<file path="src/rtl/dr_filter.sv">
module dr_filter #(
    parameter int ADDR_W  = 32,
    parameter int HI_BITS = 9,
    parameter int BR_W    = 8
) (
    input  logic [ADDR_W-1:0] miss_addr,
    input  logic [ADDR_W-1:0] dup_addr,
    input  logic [BR_W-1:0]   miss_br,
    input  logic [BR_W-1:0]   dup_br,
    output logic              accept
);
    localparam int LO = ADDR_W - HI_BITS;
    logic hi_eq;
    logic br_eq;
    always_comb begin
        hi_eq  = (miss_addr[ADDR_W-1:LO] == dup_addr[ADDR_W-1:LO]);
        br_eq  = (miss_br == dup_br);
        accept = hi_eq && br_eq;
    end
endmodule

</file>
<file path="src/rtl/dr_match.sv">
module dr_match #(
    parameter int ENTRIES = 16,
    parameter int TI_W    = 30
) (
    input  logic [ENTRIES-1:0]           vld,
    input  logic [ENTRIES-1:0][TI_W-1:0] keys,
    input  logic [TI_W-1:0]              probe,
    output logic [ENTRIES-1:0]           hits
);
    for (genvar g = 0; g < ENTRIES; g++) begin : g_cmp
        assign hits[g] = vld[g] && (keys[g] == probe);
    end
endmodule

</file>
<file path="src/rtl/dr_pick.sv">
module dr_pick #(
    parameter int ENTRIES = 16,
    localparam int IDX_W  = $clog2(ENTRIES)
) (
    input  logic [ENTRIES-1:0] free_vec,
    input  logic [IDX_W-1:0]   rr_ptr,
    output logic [IDX_W-1:0]   slot,
    output logic               use_rr
);
    always_comb begin
        slot   = rr_ptr;
        use_rr = 1'b1;
        for (int i = ENTRIES - 1; i >= 0; i--) begin
            if (free_vec[i]) begin
                slot   = IDX_W'(i);
                use_rr = 1'b0;
            end
        end
    end
endmodule

</file>
<file path="src/rtl/dup_rel_table.sv">
module dup_rel_table #(
    parameter int ENTRIES = 16,
    parameter int TI_W    = 30,
    parameter int ADDR_W  = 32,
    parameter int HI_BITS = 9,
    parameter int BR_W    = 8
) (
    input  logic              clk,
    input  logic              rst_n,
    input  logic              flush,
    input  logic              lk_valid,
    input  logic [TI_W-1:0]   lk_ti,
    output logic              lk_hit,
    output logic [TI_W-1:0]   lk_dup_ti,
    input  logic              ins_valid,
    input  logic [TI_W-1:0]   ins_miss_ti,
    input  logic [TI_W-1:0]   ins_dup_ti,
    input  logic [ADDR_W-1:0] ins_miss_addr,
    input  logic [ADDR_W-1:0] ins_dup_addr,
    input  logic [BR_W-1:0]   ins_miss_br,
    input  logic [BR_W-1:0]   ins_dup_br,
    output logic              ins_reject
);
    localparam int IDX_W = $clog2(ENTRIES);
    localparam logic [IDX_W-1:0] LAST = IDX_W'(ENTRIES - 1);

    typedef struct packed {
        logic [ENTRIES-1:0]           vld;
        logic [ENTRIES-1:0][TI_W-1:0] key;
        logic [ENTRIES-1:0][TI_W-1:0] dup;
        logic [IDX_W-1:0]             rr;
        logic                         hit;
        logic [TI_W-1:0]              res;
        logic                         rej;
    } state_t;

    state_t st_d, st_q;

    logic               acc;
    logic [ENTRIES-1:0] lk_hits;
    logic [ENTRIES-1:0] ins_hits;
    logic [IDX_W-1:0]   free_slot;
    logic               use_rr;

    dr_filter #(.ADDR_W(ADDR_W), .HI_BITS(HI_BITS), .BR_W(BR_W)) u_filter (
        .miss_addr(ins_miss_addr), .dup_addr(ins_dup_addr),
        .miss_br(ins_miss_br), .dup_br(ins_dup_br), .accept(acc));

    dr_match #(.ENTRIES(ENTRIES), .TI_W(TI_W)) u_lk_match (
        .vld(st_q.vld), .keys(st_q.key), .probe(lk_ti), .hits(lk_hits));

    dr_match #(.ENTRIES(ENTRIES), .TI_W(TI_W)) u_ins_match (
        .vld(st_q.vld), .keys(st_q.key), .probe(ins_miss_ti), .hits(ins_hits));

    dr_pick #(.ENTRIES(ENTRIES)) u_pick (
        .free_vec(~st_q.vld), .rr_ptr(st_q.rr), .slot(free_slot), .use_rr(use_rr));

    always_comb begin
        st_d     = st_q;
        st_d.hit = 1'b0;
        st_d.res = '0;
        st_d.rej = 1'b0;
        // lookup sees the contents held before this cycle's write
        for (int i = 0; i < ENTRIES; i++) begin
            if (lk_valid && lk_hits[i]) begin
                st_d.hit = 1'b1;
                st_d.res = st_q.dup[i];
            end
        end
        if (flush) begin
            st_d.vld = '0;
            st_d.rr  = '0;
        end else if (ins_valid && !acc) begin
            st_d.rej = 1'b1;
        end else if (ins_valid) begin
            if (|ins_hits) begin
                for (int i = 0; i < ENTRIES; i++) begin
                    if (ins_hits[i]) st_d.dup[i] = ins_dup_ti;
                end
            end else begin
                st_d.vld[free_slot] = 1'b1;
                st_d.key[free_slot] = ins_miss_ti;
                st_d.dup[free_slot] = ins_dup_ti;
                if (use_rr) st_d.rr = (st_q.rr == LAST) ? '0 : st_q.rr + 1'b1;
            end
        end
    end

    always_ff @(posedge clk) begin
        if (!rst_n) begin
            st_q     <= '0;
        end else begin
            st_q     <= st_d;
        end
    end

    assign lk_hit     = st_q.hit;
    assign lk_dup_ti  = st_q.res;
    assign ins_reject = st_q.rej;

    p_idle_no_hit_r2: assert property (@(posedge clk) disable iff (!rst_n)
        !lk_valid |=> (!lk_hit && lk_dup_ti == '0));

    p_flush_clears_r3: assert property (@(posedge clk) disable iff (!rst_n)
        flush |=> (st_q.vld == '0 && !ins_reject));

    p_addr_filter_r4: assert property (@(posedge clk) disable iff (!rst_n)
        (ins_valid && !flush &&
         ins_miss_addr[ADDR_W-1:ADDR_W-HI_BITS] != ins_dup_addr[ADDR_W-1:ADDR_W-HI_BITS])
        |=> ins_reject);

    p_br_filter_r5: assert property (@(posedge clk) disable iff (!rst_n)
        (ins_valid && !flush && ins_miss_br != ins_dup_br) |=> ins_reject);

    p_unique_key_r6: assert property (@(posedge clk) disable iff (!rst_n)
        $onehot0(ins_hits));

    p_reject_keeps_r9: assert property (@(posedge clk) disable iff (!rst_n)
        (ins_valid && !flush && !acc) |=>
        (st_q.vld == $past(st_q.vld) && st_q.key == $past(st_q.key) &&
         st_q.dup == $past(st_q.dup)));
endmodule

</file>
<file path="config.mk">
export PLATFORM = sky130hd
export DESIGN_NAME = dup_rel_table
export DESIGN_NICKNAME = d
export VERILOG_FILES = /design/src/rtl/dr_filter.sv /design/src/rtl/dr_match.sv /design/src/rtl/dr_pick.sv /design/src/rtl/dup_rel_table.sv
export SDC_FILE = /design/constraint.sdc
export NUM_CORES = 2
export LEC_CHECK = 0
export CAP_MARGIN = 20
export CORE_MARGIN = 2
export CORE_UTILIZATION = 50
export DETAILED_ROUTE_END_ITERATION = 12
export GPL_TIMING_DRIVEN = 0
export PLACE_DENSITY_LB_ADDON = 0.2
export SLEW_MARGIN = 25
export SYNTH_ARGS = -nofsm -noshare
export SYNTH_HDL_FRONTEND = slang
export SYNTH_SLANG_ARGS = --single-unit
</file>
<file path="constraint.sdc">
create_clock -name clk -period 5.9 [get_ports clk]
set_input_delay 1.18 -clock clk [delete_from_list [all_inputs] [get_ports clk]]
set_output_delay 1.18 -clock clk [all_outputs]
set_load 0.005 [all_outputs]
</file>
==> parameters.txt <==
Parameter                              Value

Power and ir drop
  Worst voltage drop across the vdd grid    ~0.00025 V
  P per Cell Area    264 nW/um2
  P_leak    between 20 and 30 nW
  Overall power consumption    between 15 and 20 mW

Min path
  Source of the worst hold timing path    st_q[357]
  HP Class    register to register

Timing
  Final Skew    a little under 40 ps
  Period utilization    0.909
  Max frequency    ~190 MHz
  Final setup violation count    0
  Relative slew slack    0.193
  Final slew viol count    0
  Final hold viol count    0
  Final setup slack of the worst path    ~540 ps
  Hold Worst Slack    between 400 and 500 ps
  RSZ-0062 raised after global routing    false
  Minimum clock period    about 5400 ps
  Actual transition at the worst max-transition pin    1210 ps

Job
  Count of maximum capacitance violations    0

CTS
  Htree depth    3
  Number of gates resized after cts    0
  TritonCTS clock tree    built
  Clock Sink Count    1,012
  Clock tree buffer depth    3
  Latest clock arrival within the worst-skew pair    750 ps
  Quantity of hold-fixing buffers added after cts    0
  Total clock buffers created by CTS    between 100 and 150
  Clock-pin slew reported for the worst setup and hold paths after clock tree synthesis    roughly 60 ps
  Setup Buffers After CTS    0
  Buffer type at the clock tree root    sky130_fd_sc_hd__clkbuf_16

Synth
  Async SR Flop Fraction    0
  Post-Syn Nets    6,178
  Average cell area after synthesis    around 9.0 um2
  Post-synth design cell area    roughly 54,000 um2
  Ys flop type    sky130_fd_sc_hd__dfxtp_1
  Number of distinct library cells after synthesis    59
  Total number of yosys warnings    0
  Count of flip-flops with a built-in enable after synthesis    0
  Synthesized netlist cell count    ~6,000
  Count of state elements after synthesis    a little over 1,000
  Seq/Total Area, Yosys    0.376

Floorplan
  Top-level I/O count    between 200 and 250
  Die span in x    between 300 and 400 um
  Number of rows created at floorplan    120
  Die Ht    ~330 um
  Area of the core    ~110,000 um2
  Die area    approximately 110,000 um2
  Initial core utilization    0.504

Critical path
  Category of the worst setup path launch point    input port
  Arrival time at the worst endpoint    roughly 6000 ps
  CP required    between 6000 and 7000 ps
  Startpoint of the worst register-to-register path    st_q[788]
  Maximum fanout encountered on the critical timing path    10
  Most frequent cell on the critical path    sky130_fd_sc_hd__buf_2
  Combined buffer and inverter count along the critical path    5
  Slowest cell on the critical path    sky130_fd_sc_hd__o21ai_1
  Chain of cells forming the critical path    buf_2, buf_6, buf_2, xnor2_1, nand4_1, nor4_1, nand3_1, nand4_1, nor2_1, buf_2, nand4b_1, o21ai_1, buf_4, mux2i_1
  Worst setup EP type    register
  Max stage delay on crit path    between 800 and 900 ps
  Top cell family by delay on the critical path    buffers and inverters
  Critical path launch point    ins_miss_ti[2]
  Setup CP Type    input port to register
  Register-to-register path setup slack    roughly 1200 ps

Routing
  Drt first-iter violations    about 6,600
  DR WL/cell    between 30 and 40 um
  ANT nets after route    0
  Drt pass-1 iters    7
  Number of remaining DRC errors    0
  Final routed wirelength across all metal layers    roughly 250,000 um
  Via count    48,645
  Vias per inst    6.30

Finish
  P&R area growth vs syn    13.1%
  Fin nets    about 6,400
  Most common cell after layout, fill and taps aside    sky130_fd_sc_hd__dfxtp_1
  Fraction of final layout cells sized beyond drive strength 1    0.0923
  Most used cells in the layout excluding fill and tap cells    sky130_fd_sc_hd__dfxtp_1, sky130_fd_sc_hd__mux2i_1, sky130_fd_sc_hd__nor2_1

Placed design
  DP Wirelength    about 170,000 um
  Post-placement worst setup slack    roughly 94 ps
  Port-buffer cells    98
  Global placer's final weighted congestion    ~1.1

GRT
  Total global-route track usage    0.437
  Number of global-route vias before repair    ~45,000
  Largest net degree at the start of global routing    16
  GR Overflow Total    0
  Initial antenna violation count    7
  First-pass GRT wire length    between 300,000 and 400,000 um

Status
  Outcome    finished, final reports clean
[power breakdown]
group	leakage (nW)	switching, mW	internal, mW	total (mW)
clock	2.02	3.15	4.65	7.80
sequential	8.15	0.0000627	6.83	6.83
combinational	16.8	1.11	0.357	1.47
total	26.9	4.26	11.8	16.1
[flip-flops by register name, summed over array words and instances, names as in the netlist]
name	count
ins_reject	1
st_q	980
lk_hit	1
lk_dup_ti	30
[layer usage]
layer	GRT usage	part of all wire	wire, um	up-vias
met1	0.518	0.36	90300	23102
met5	0.00261	0.000092	23	-
met2	0.646	0.41	103000	3503
met3	0.122	0.11	28600	1129
met4	0.387	0.11	26900	4
li1	-	-	-	20907
[worst min-delay path, delay by kind of cell (launching register included)]
family,cells,cell delay (ps)
flops,1,310
simple gates,1,50
mux,1,50
[worst paths after layout]
path	end	cells past startpoint
max	st_q[62]	14
min	st_q[357]	2
max reg2reg	lk_dup_ti[18]	10
min reg2reg	st_q[357]	2
[cell usage after synthesis, types with 19 or more instances]
cell                        number  area, um2
sky130_fd_sc_hd__a2111oi_0      20        175
sky130_fd_sc_hd__a21oi_1       148        741
sky130_fd_sc_hd__a221oi_1       27        236
sky130_fd_sc_hd__buf_2         132        661
sky130_fd_sc_hd__buf_4         163       1220
sky130_fd_sc_hd__buf_6          22        248
sky130_fd_sc_hd__clkbuf_1      232        871
sky130_fd_sc_hd__dfxtp_1      1012      20300
sky130_fd_sc_hd__inv_1          82        308
sky130_fd_sc_hd__mux2i_1      1002      10000
sky130_fd_sc_hd__nand2_1       603       2260
sky130_fd_sc_hd__nand3_1        55        275
sky130_fd_sc_hd__nand4_1       295       1850
sky130_fd_sc_hd__nor2_1        686       2570
sky130_fd_sc_hd__nor2b_1        21        131
sky130_fd_sc_hd__nor3_1         44        220
sky130_fd_sc_hd__nor4_1        151        945
sky130_fd_sc_hd__o21a_1         44        330
sky130_fd_sc_hd__o21ai_0        87        435
sky130_fd_sc_hd__o21ai_1        32        160
sky130_fd_sc_hd__o221ai_1       22        193
sky130_fd_sc_hd__o32ai_1        19        166
sky130_fd_sc_hd__xnor2_1       629       5510
sky130_fd_sc_hd__xor2_1        349       3060
[through the flow]
stage | util | TNS, ps | instance area (um2) | std cells
final | 0.570 | 0 | 60900 | 7725
after global routing | 0.570 | 0 | 60900 | 7720
after CTS | 0.569 | 0 | 60900 | 7717
after detailed placement | 0.531 | 0 | 56800 | 7510
after global placement | 0.529 | -21720 | 56600 | 7503
after floorplan | - | 0 | 53900 | 6002
[logic make-up after synthesis]
family,Yosys count,synth area share
compound gates,457,0.0540
simple gates,1915,0.162
xor+xnor,978,0.159
fa+ha+maj,1,0.000232
mux,1002,0.186
flops,1012,0.376
buf+inv,637,0.0619
[cell type report]
cell class	instances	area (um2)
timing repair buffer	107	1120
tap	1403	1760
clock buffer	156	3310
clock inverter	51	758
buffer	553	3060
fill	9692	46000
sequential	1012	20300
antenna	6	15.0
inverter	84	315
multi-input combinational	4353	30300
Power figures use the tool's default switching activity.
